`src/rtl/sup_wdog_pkg.sv`:
```
package sup_wdog_pkg;

    // Watchdog phase: unarmed runs the long period, armed honours the select pin
    typedef enum logic [0:0] {
        WD_UNARMED = 1'b0,
        WD_ARMED   = 1'b1
    } wd_phase_e;

    // Control bundle into the watchdog timer
    typedef struct packed {
        logic hold;       // counter forced to zero, phase back to unarmed
        logic clr_fault;  // fault flag forced inactive
        logic use_long;   // long period requested once armed
    } wd_ctrl_t;

    // Status bundle out of the watchdog timer
    typedef struct packed {
        logic timeout;    // single-cycle expiry strobe
        logic fault;      // sticky fault, cleared by a kick
    } wd_stat_t;

    function automatic int unsigned cnt_width(input int unsigned max_val);
        return (max_val < 1) ? 1 : $clog2(max_val + 1);
    endfunction

    function automatic int unsigned max2(input int unsigned a, input int unsigned b);
        return (a > b) ? a : b;
    endfunction

endpackage

```
`src/rtl/sup_wdi_sync.sv`:
```
module sup_wdi_sync #(
    parameter int unsigned STAGES = 2
) (
    input  logic clk_i,
    input  logic rst_i,
    input  logic async_i,
    output logic toggle_o
);
    localparam int unsigned DEPTH = STAGES + 1;

    // stage[0..STAGES-1] synchronise, stage[STAGES] holds the previous value
    logic [DEPTH-1:0] stage_q;

    genvar g;
    generate
        for (g = 0; g < DEPTH; g++) begin : g_stage
            if (g == 0) begin : g_first
                always_ff @(posedge clk_i) begin
                    if (rst_i) stage_q[g] <= 1'b0;
                    else       stage_q[g] <= async_i;
                end
            end else begin : g_next
                always_ff @(posedge clk_i) begin
                    if (rst_i) stage_q[g] <= 1'b0;
                    else       stage_q[g] <= stage_q[g-1];
                end
            end
        end
    endgenerate

    assign toggle_o = stage_q[STAGES-1] ^ stage_q[STAGES];

endmodule

```
`src/rtl/sup_rst_stretch.sv`:
```
module sup_rst_stretch #(
    parameter int unsigned RST_TICKS = 200
) (
    input  logic clk_i,
    input  logic rst_i,
    input  logic tick_i,
    input  logic supply_ok_i,
    input  logic trip_i,
    output logic active_o
);
    localparam int unsigned   RW   = sup_wdog_pkg::cnt_width(RST_TICKS);
    localparam logic [RW-1:0] LAST = RW'(RST_TICKS - 1);

    logic [RW-1:0] cnt_q;
    logic          act_q;

    always_ff @(posedge clk_i) begin
        if (rst_i) begin
            act_q <= 1'b1;
            cnt_q <= '0;
        end else if (!supply_ok_i || trip_i) begin
            // bad supply or watchdog expiry: (re)start the hold-off
            act_q <= 1'b1;
            cnt_q <= '0;
        end else if (act_q && tick_i) begin
            if (cnt_q == LAST) begin
                act_q <= 1'b0;
                cnt_q <= '0;
            end else begin
                cnt_q <= cnt_q + RW'(1);
            end
        end
    end

    assign active_o = act_q;

endmodule

```
`src/rtl/sup_wdog_timer.sv`:
```
module sup_wdog_timer
    import sup_wdog_pkg::*;
#(
    parameter int unsigned SHORT_TICKS = 100,
    parameter int unsigned LONG_TICKS  = 1600
) (
    input  logic     clk_i,
    input  logic     rst_i,
    input  logic     tick_i,
    input  wd_ctrl_t ctrl_i,
    input  logic     toggle_i,
    output wd_stat_t stat_o
);
    localparam int unsigned   CW         = cnt_width(max2(SHORT_TICKS, LONG_TICKS));
    localparam logic [CW-1:0] SHORT_LAST = CW'(SHORT_TICKS - 1);
    localparam logic [CW-1:0] LONG_LAST  = CW'(LONG_TICKS - 1);

    wd_phase_e     phase_q;
    logic [CW-1:0] cnt_q;
    logic          fault_q;
    logic [CW-1:0] last;
    logic          expire;

    always_comb begin
        last   = (phase_q == WD_ARMED && !ctrl_i.use_long) ? SHORT_LAST : LONG_LAST;
        // >= covers a select change from long to short in mid-period
        expire = !ctrl_i.hold && !toggle_i && tick_i && (cnt_q >= last);
    end

    always_ff @(posedge clk_i) begin
        if (rst_i || ctrl_i.hold) begin
            phase_q <= WD_UNARMED;
            cnt_q   <= '0;
        end else if (toggle_i) begin
            phase_q <= WD_ARMED;
            cnt_q   <= '0;
        end else if (tick_i) begin
            if (expire) cnt_q <= '0;
            else        cnt_q <= cnt_q + CW'(1);
        end
    end

    always_ff @(posedge clk_i) begin
        if (rst_i || ctrl_i.clr_fault) fault_q <= 1'b0;
        else if (toggle_i)             fault_q <= 1'b0;
        else if (expire)               fault_q <= 1'b1;
    end

    always_comb begin
        stat_o.timeout = expire;
        stat_o.fault   = fault_q;
    end

endmodule

```
`src/rtl/sup_wdog_rst.sv`:
```
module sup_wdog_rst
    import sup_wdog_pkg::*;
#(
    parameter int unsigned RST_TICKS   = 200,
    parameter int unsigned SHORT_TICKS = 100,
    parameter int unsigned LONG_TICKS  = 1600,
    parameter int unsigned SYNC_STAGES = 2
) (
    input  logic clk_i,
    input  logic rst_i,
    input  logic tick_i,
    input  logic supply_ok_i,
    input  logic wdi_i,
    input  logic wd_en_i,
    input  logic long_sel_i,
    output logic rst_n_o,
    output logic rst_o,
    output logic wdo_n_o
);
    logic     kick;
    logic     rst_act;
    wd_ctrl_t wd_ctrl;
    wd_stat_t wd_stat;

    sup_wdi_sync #(
        .STAGES (SYNC_STAGES)
    ) u_sync (
        .clk_i    (clk_i),
        .rst_i    (rst_i),
        .async_i  (wdi_i),
        .toggle_o (kick)
    );

    always_comb begin
        wd_ctrl.hold      = rst_act | ~wd_en_i;
        wd_ctrl.clr_fault = ~supply_ok_i | ~wd_en_i;
        wd_ctrl.use_long  = long_sel_i;
    end

    sup_wdog_timer #(
        .SHORT_TICKS (SHORT_TICKS),
        .LONG_TICKS  (LONG_TICKS)
    ) u_timer (
        .clk_i    (clk_i),
        .rst_i    (rst_i),
        .tick_i   (tick_i),
        .ctrl_i   (wd_ctrl),
        .toggle_i (kick),
        .stat_o   (wd_stat)
    );

    sup_rst_stretch #(
        .RST_TICKS (RST_TICKS)
    ) u_stretch (
        .clk_i       (clk_i),
        .rst_i       (rst_i),
        .tick_i      (tick_i),
        .supply_ok_i (supply_ok_i),
        .trip_i      (wd_stat.timeout),
        .active_o    (rst_act)
    );

    assign rst_n_o = ~rst_act;
    assign rst_o   = rst_act;
    assign wdo_n_o = ~wd_stat.fault;

endmodule

```
`config.mk`:
```
export PLATFORM = sky130hd
export DESIGN_NAME = sup_wdog_rst
export DESIGN_NICKNAME = d
export VERILOG_FILES = /design/src/rtl/sup_wdog_pkg.sv /design/src/rtl/sup_wdi_sync.sv /design/src/rtl/sup_rst_stretch.sv /design/src/rtl/sup_wdog_timer.sv /design/src/rtl/sup_wdog_rst.sv
export SDC_FILE = /design/constraint.sdc
export NUM_CORES = 1
export LEC_CHECK = 0
export BUFFER_PORTS_ARGS = -buffer_cell sky130_fd_sc_hd__clkbuf_2
export CORE_ASPECT_RATIO = 1.1
export CORE_MARGIN = 2
export CORE_UTILIZATION = 65
export CTS_BUF_LIST = sky130_fd_sc_hd__clkbuf_8
export CTS_CLUSTER_DIAMETER = 30
export DETAILED_ROUTE_END_ITERATION = 12
export PLACE_DENSITY = 0.85
export SLEW_MARGIN = 15
export SYNTH_ARGS = -nofsm -noshare
export SYNTH_HDL_FRONTEND = slang
export SYNTH_SLANG_ARGS = --single-unit
```
`constraint.sdc`:
```
create_clock -name clk_i -period 4.2 [get_ports clk_i]
set_input_delay 0.21 -clock clk_i [delete_from_list [all_inputs] [get_ports clk_i]]
set_output_delay 0.21 -clock clk_i [all_outputs]
set_load 0.005 [all_outputs]
```
## Word level (Yosys, flattened, before mapping)

Cells that the tools add are included.

- Add/subtract/negate cells: 2
- Order comparisons: 1
- Eq/ne operators: 1
- Muxes and demuxes: 3
- Bitwise gates (word level): 7
- Reductions and logical operators: 16

Operator list:

| operator | number |
|---|---|
| 11-bit 2-to-1 mux | 2 |
| 11-bit by 1-bit adder with 11-bit output (second input constant) | 1 |
| 11-bit >= comparator | 1 |
| 8-bit by 1-bit adder with 8-bit output (second input constant) | 1 |
| 8-bit == test (second input constant) | 1 |
| 8-bit 2-to-1 mux | 1 |
| 2-bit OR reduction | 3 |
| 1-bit logical AND | 5 |
| 1-bit logical NOT | 4 |
| 1-bit inverter | 4 |
| 1-bit logical OR | 3 |
| 1-bit bitwise OR | 2 |
| 2-bit AND reduction | 1 |
| 1-bit XOR | 1 |

- Bits in registers: 25
- Input port bits: 7
- Output and inout port bits: 3

## Longest topological paths before layout

- Depth in word-level cells: 8
- Mapped depth: 9

## Hierarchy

From an unflattened synthesis, not the netlist that was laid out.

- Cell total of the unflattened synthesis: 146
- Area total of the unflattened synthesis: 1272.5 sq um

By module, submodules not included:

| module | instances | cells an instance | area an instance (sq um) | seq. area each (sq um) |
|---|---|---|---|---|
| sup_wdog_timer | 1 | 86 | 733.2 | 260.2 |
| sup_rst_stretch | 1 | 49 | 434.2 | 180.2 |
| sup_wdi_sync | 1 | 7 | 87.6 | 60.1 |
| sup_wdog_rst | 1 | 4 | 17.5 | 0.0 |

## Worst setup path after synthesis

Ideal clock, no wire load.

- Path type: flip-flop to flip-flop
- Start: register u_timer.phase_q
- End: register u_timer.cnt_q[10]
- Data arrival time: 1.922 ns
- Slack: 2.203 ns
- Cell stages (with the launch flop): 10
- Path buffers: 1
- Clock period less this slack: 1.997 ns
- Path through: dfxtp_1 > nor2b_2 > inv_2 > ha_1 > nand2_1 > o21ai_2 > a2111oi_4 > a21oi_4 > buf_6 > nor3_2

- Cells in the longest elaborated chain, start to end: 5

Ends and longest elaborated chain:

| element | line | text |
|---|---|---|
| start, declared | sup_wdog_timer.sv:18 | `wd_phase_e phase_q;` |
| start signal, assigned | sup_wdog_timer.sv:32 | `phase_q <= WD_UNARMED;` |
| start signal, assigned | sup_wdog_timer.sv:35 | `phase_q <= WD_ARMED;` |
| 1-bit logical AND | sup_wdog_timer.sv:25 | `last = (phase_q == WD_ARMED && !ctrl_i.use_long) ? SHORT_LAST : LONG_LAST;` |
| 11-bit 2-to-1 mux | sup_wdog_timer.sv:25 |  |
| 11-bit >= comparator | sup_wdog_timer.sv:27 | `expire = !ctrl_i.hold && !toggle_i && tick_i && (cnt_q >= last);` |
| 1-bit logical AND | sup_wdog_timer.sv:27 |  |
| 11-bit 2-to-1 mux | sup_wdog_timer.sv:38 | `if (expire) cnt_q <= '0;` |
| end signal, assigned | sup_wdog_timer.sv:39 | `else cnt_q <= cnt_q + CW'(1);` |
| end, declared | sup_wdog_timer.sv:19 | `logic [CW-1:0] cnt_q;` |

No other way between the ends.
A chain may end at the register's enable or synchronous reset.

## Worst setup path after layout

- Start: register u_timer.phase_q
- End: register u_stretch.act_q, in the netlist u_stretch.active_o

- Cells in the longest elaborated chain, start to end: 6

Ends and longest elaborated chain:

| element | line | text |
|---|---|---|
| 1-bit logical AND | sup_wdog_timer.sv:25 |  |
| 11-bit 2-to-1 mux | sup_wdog_timer.sv:25 |  |
| 11-bit >= comparator | sup_wdog_timer.sv:27 |  |
| 1-bit logical AND | sup_wdog_timer.sv:27 |  |
| 1-bit logical OR | sup_rst_stretch.sv:21 | `end else if (!supply_ok_i \|\| trip_i) begin` |
| 2-bit OR reduction (no source line) | n/a |  |
| end signal, assigned | sup_rst_stretch.sv:19 | `act_q <= 1'b1;` |
| end signal, assigned | sup_rst_stretch.sv:23 | `act_q <= 1'b1;` |
| end signal, assigned | sup_rst_stretch.sv:27 | `act_q <= 1'b0;` |
| end, declared | sup_rst_stretch.sv:15 | `logic act_q;` |

No other way between the ends.

==> impl_metrics.ini <==
[run_status]
status = complete, no violations

[critical_path]
reg2reg_depth = 8
cp.buffers_inverters = 1
r2r_end = u_stretch.active_o
cp-end-kind = register
r2r-start = u_timer.phase_q
start_kind = register
r2r_slack_ns = 1.88
endpoint = u_stretch.active_o
crit_cells = 8
critPathTopFamily = compound AO/OA/AOI/OAI gates
crit_chain = nor2b_2 -> inv_2 -> ha_1 -> nand2_1 -> o21ai_2 -> a2111oi_4 -> a21oi_4 -> a211o_1
worstPathMaxFanout = 19
worst_path_max_delay_cell = a2111oi_4
max_stage_delay_ns = 0.47
crit_arrival_ns = 2.48
critPathRequiredTime_ns = 4.37
cp-startpoint = u_timer.phase_q
critical_path_class = register to register

[floorplan]
die_w_um = 46.4
initial_core_util_pct = 70.5
die_area_sq_um = 2350
core_area_sq_um = 1820
fp.dieH_um = 50.6
io_pins = 10
row_count = 16

[sta]
tightest_slew_ns = 0.648
setup_violations = 0
fin_skew_ns = 0.00170
fin_setup_tns_ns = 0
fin_ws_ns = 1.88
rsz0062_at_grt = false
whs_ns = 0.146
timing.final.crit_share_pct = 55.2
relSlewSlack_pct = 56.7
hold_viol = 0
period_needed_ns = 2.32
fmax_mhz = 432
slew_viol_final = 0

[pwr]
combinationalPowerShare_pct = 3.4
fin_total_pwr_mw = 0.396
power_frac_clock_pct = 36.2
swShare_pct = 21.4
power.internal_mw = 0.311
p_per_area_nw_per_um2 = 285
pwr-share-seq_pct = 60.5
p_leak_nw = 0.463
p_switching_mw = 0.0850
peakVddDrop_v = 0.000247

[cts]
clock_path_buffers = 2
cts_buffers = 3
cts_hold_buf = 0
path_clk_slew_ns = 0.09
cts_sinks = 25
cts_setup_buffers = 0
cts_resized = 0
cts_tree = done
clock_latency_ns = 0.27
clockRootBuffer = clkbuf_8
htreeDepth = 1

[grt]
grt_max_degree = 20
grt_pass1_wl_mm = 4.10
grtUsageTotal_pct = 23.4
grt_remaining_overflow = 0
antenna_found_initial = 0
grt_pass1_vias = 954

[cells_and_area]
final_core_util_pct = 76.3
areaGrowthSynthToFinish_pct = 8.18
drive_gt1_share_pct = 20.3
diodes = 0
regArea_sq_um = 500
fin_area_sq_um = 1390
final_cell_count_no_fill = 175
fill_cells = 133
multi_input_area_sq_um = 747
final_nets = 159

[placed_design]
dp_cells = 171
dp_hpwl_mm = 1.69
routabilityCongestion = 0.957
dpl_cell_area_sq_um = 1340
io_buffers = 9
place_worst_setup_slack_ns = 1.91

[logic_synthesis]
yosysWarnings = 0
synthArstFlopShare_pct = 0
synthesis.area_sq_um = 1280
synth.largest_area_cell = dfxtp_1
synth_enable_flop_cells = 0
synth_area_leaders = dfxtp_1 39%, nor3_2 7.8%, xor2_1 6.8%
ys_ff_latch = 25
syn_nets = 149
synth_top_area_share_pct = 38.9
synth_seq_area_share_pct = 38.9
syn_inst = 139
ys_types = 37
syn_avg_cell_area_sq_um = 9.24
synth-main-ff-cell = dfxtp_1

[drt]
via_count = 1014
first_pass_iters = 4
drtAntennaViolNets = 0
vias_per_cell = 5.79
drc = 0
first_iter_violations = 23
wl_mm = 2.30
wl_per_cell_um = 13.1

[job]
cap_violations = 0

[worst_hold_path]
hold_depth = 2
min_path_type = primary input to register
## power by group through the flow
stage	logic [mW]	clock network, mW	registers [mW]
6_report	0.0133	0.143	0.240
5_1_grt	0.0150	0.157	0.240
4_1_cts	0.0133	0.147	0.240
3_5_place_dp	0.0132	0	0.245
3_3_place_gp	0.0127	0	0.245
2_1_floorplan	0.00860	0	0.245
## cell usage after synthesis (3+ instances only)
master	count
dfxtp_1	25
nand2_1	14
ha_1	3
nor3_2	10
nand3_1	5
nor3_1	10
xor2_1	10
xnor2_1	7
nor2b_1	5
inv_1	3
nor2_1	8
nand4_1	4
nand2b_1	4
## worst min path at each step
stage | startpoint | to
after CTS | wdi_i | u_sync.stage_q[0]
after global placement | u_sync.stage_q[0] | u_sync.stage_q[1]
final | wdi_i | u_sync.stage_q[0]
after detailed placement | wdi_i | u_sync.stage_q[0]
after floorplan | rst_i | u_sync.stage_q[0]
after global routing | wdi_i | u_sync.stage_q[0]
## kinds of logic after synthesis
family | count (synthesis) | share of synthesized area, %
AOI/OAI and AO/OA | 13 | 9.74
buffers and inverters | 8 | 2.92
xor gates and xnor gates | 17 | 11.6
adders and majority gates | 3 | 2.92
and+or+nand+nor | 72 | 33.1
DFF | 25 | 38.9
muxes | 1 | 0.779
## per-layer routing
layer / global-route usage, % / vias up / share of wire, %
met5: 0 / - / 0
met4: 7.14 / 0 / 0.91
met3: 5.04 / 2 / 4.7
met2: 38.2 / 27 / 51
met1: 30.0 / 480 / 44
li1: - / 505 / -
## final cells by class
type | instances | area share, %
clock inverter | 1 | 0.540
sequential | 25 | 36.0
multi-input combinational | 106 | 53.7
inverter | 4 | 1.08
tap | 27 | 2.43
clock buffer | 3 | 2.97
timing repair buffer | 9 | 3.24
## registers in the layout, summed over array words and instances, names as in the netlist
register            count
u_stretch.active_o      1
u_timer.fault_q         1
u_timer.phase_q         1
u_timer.cnt_q          11
u_stretch.cnt_q         8
u_sync.stage_q          3
## layout by cell type, fill, tap and decap left out, drive strengths merged
cell       n
xnor2      7
a2111oi    1
and4       2
nor4bb     1
inv        4
a211oi     1
nand2     14
nor2b      6
nor4       2
nor3      20
or3        1
dfxtp     25
ha         3
clkbuf    12
a221oi     1
and3       2
a22oi      1
nand2b     4
or2        1
a211o      2
a21oi      3
nand3      5
xor2      10
mux2i      1
nor2      10
o21ai      2
clkinvlp   1
a31oi      1
o211a      1
nand4      4
Power figures use the tool's default switching activity.
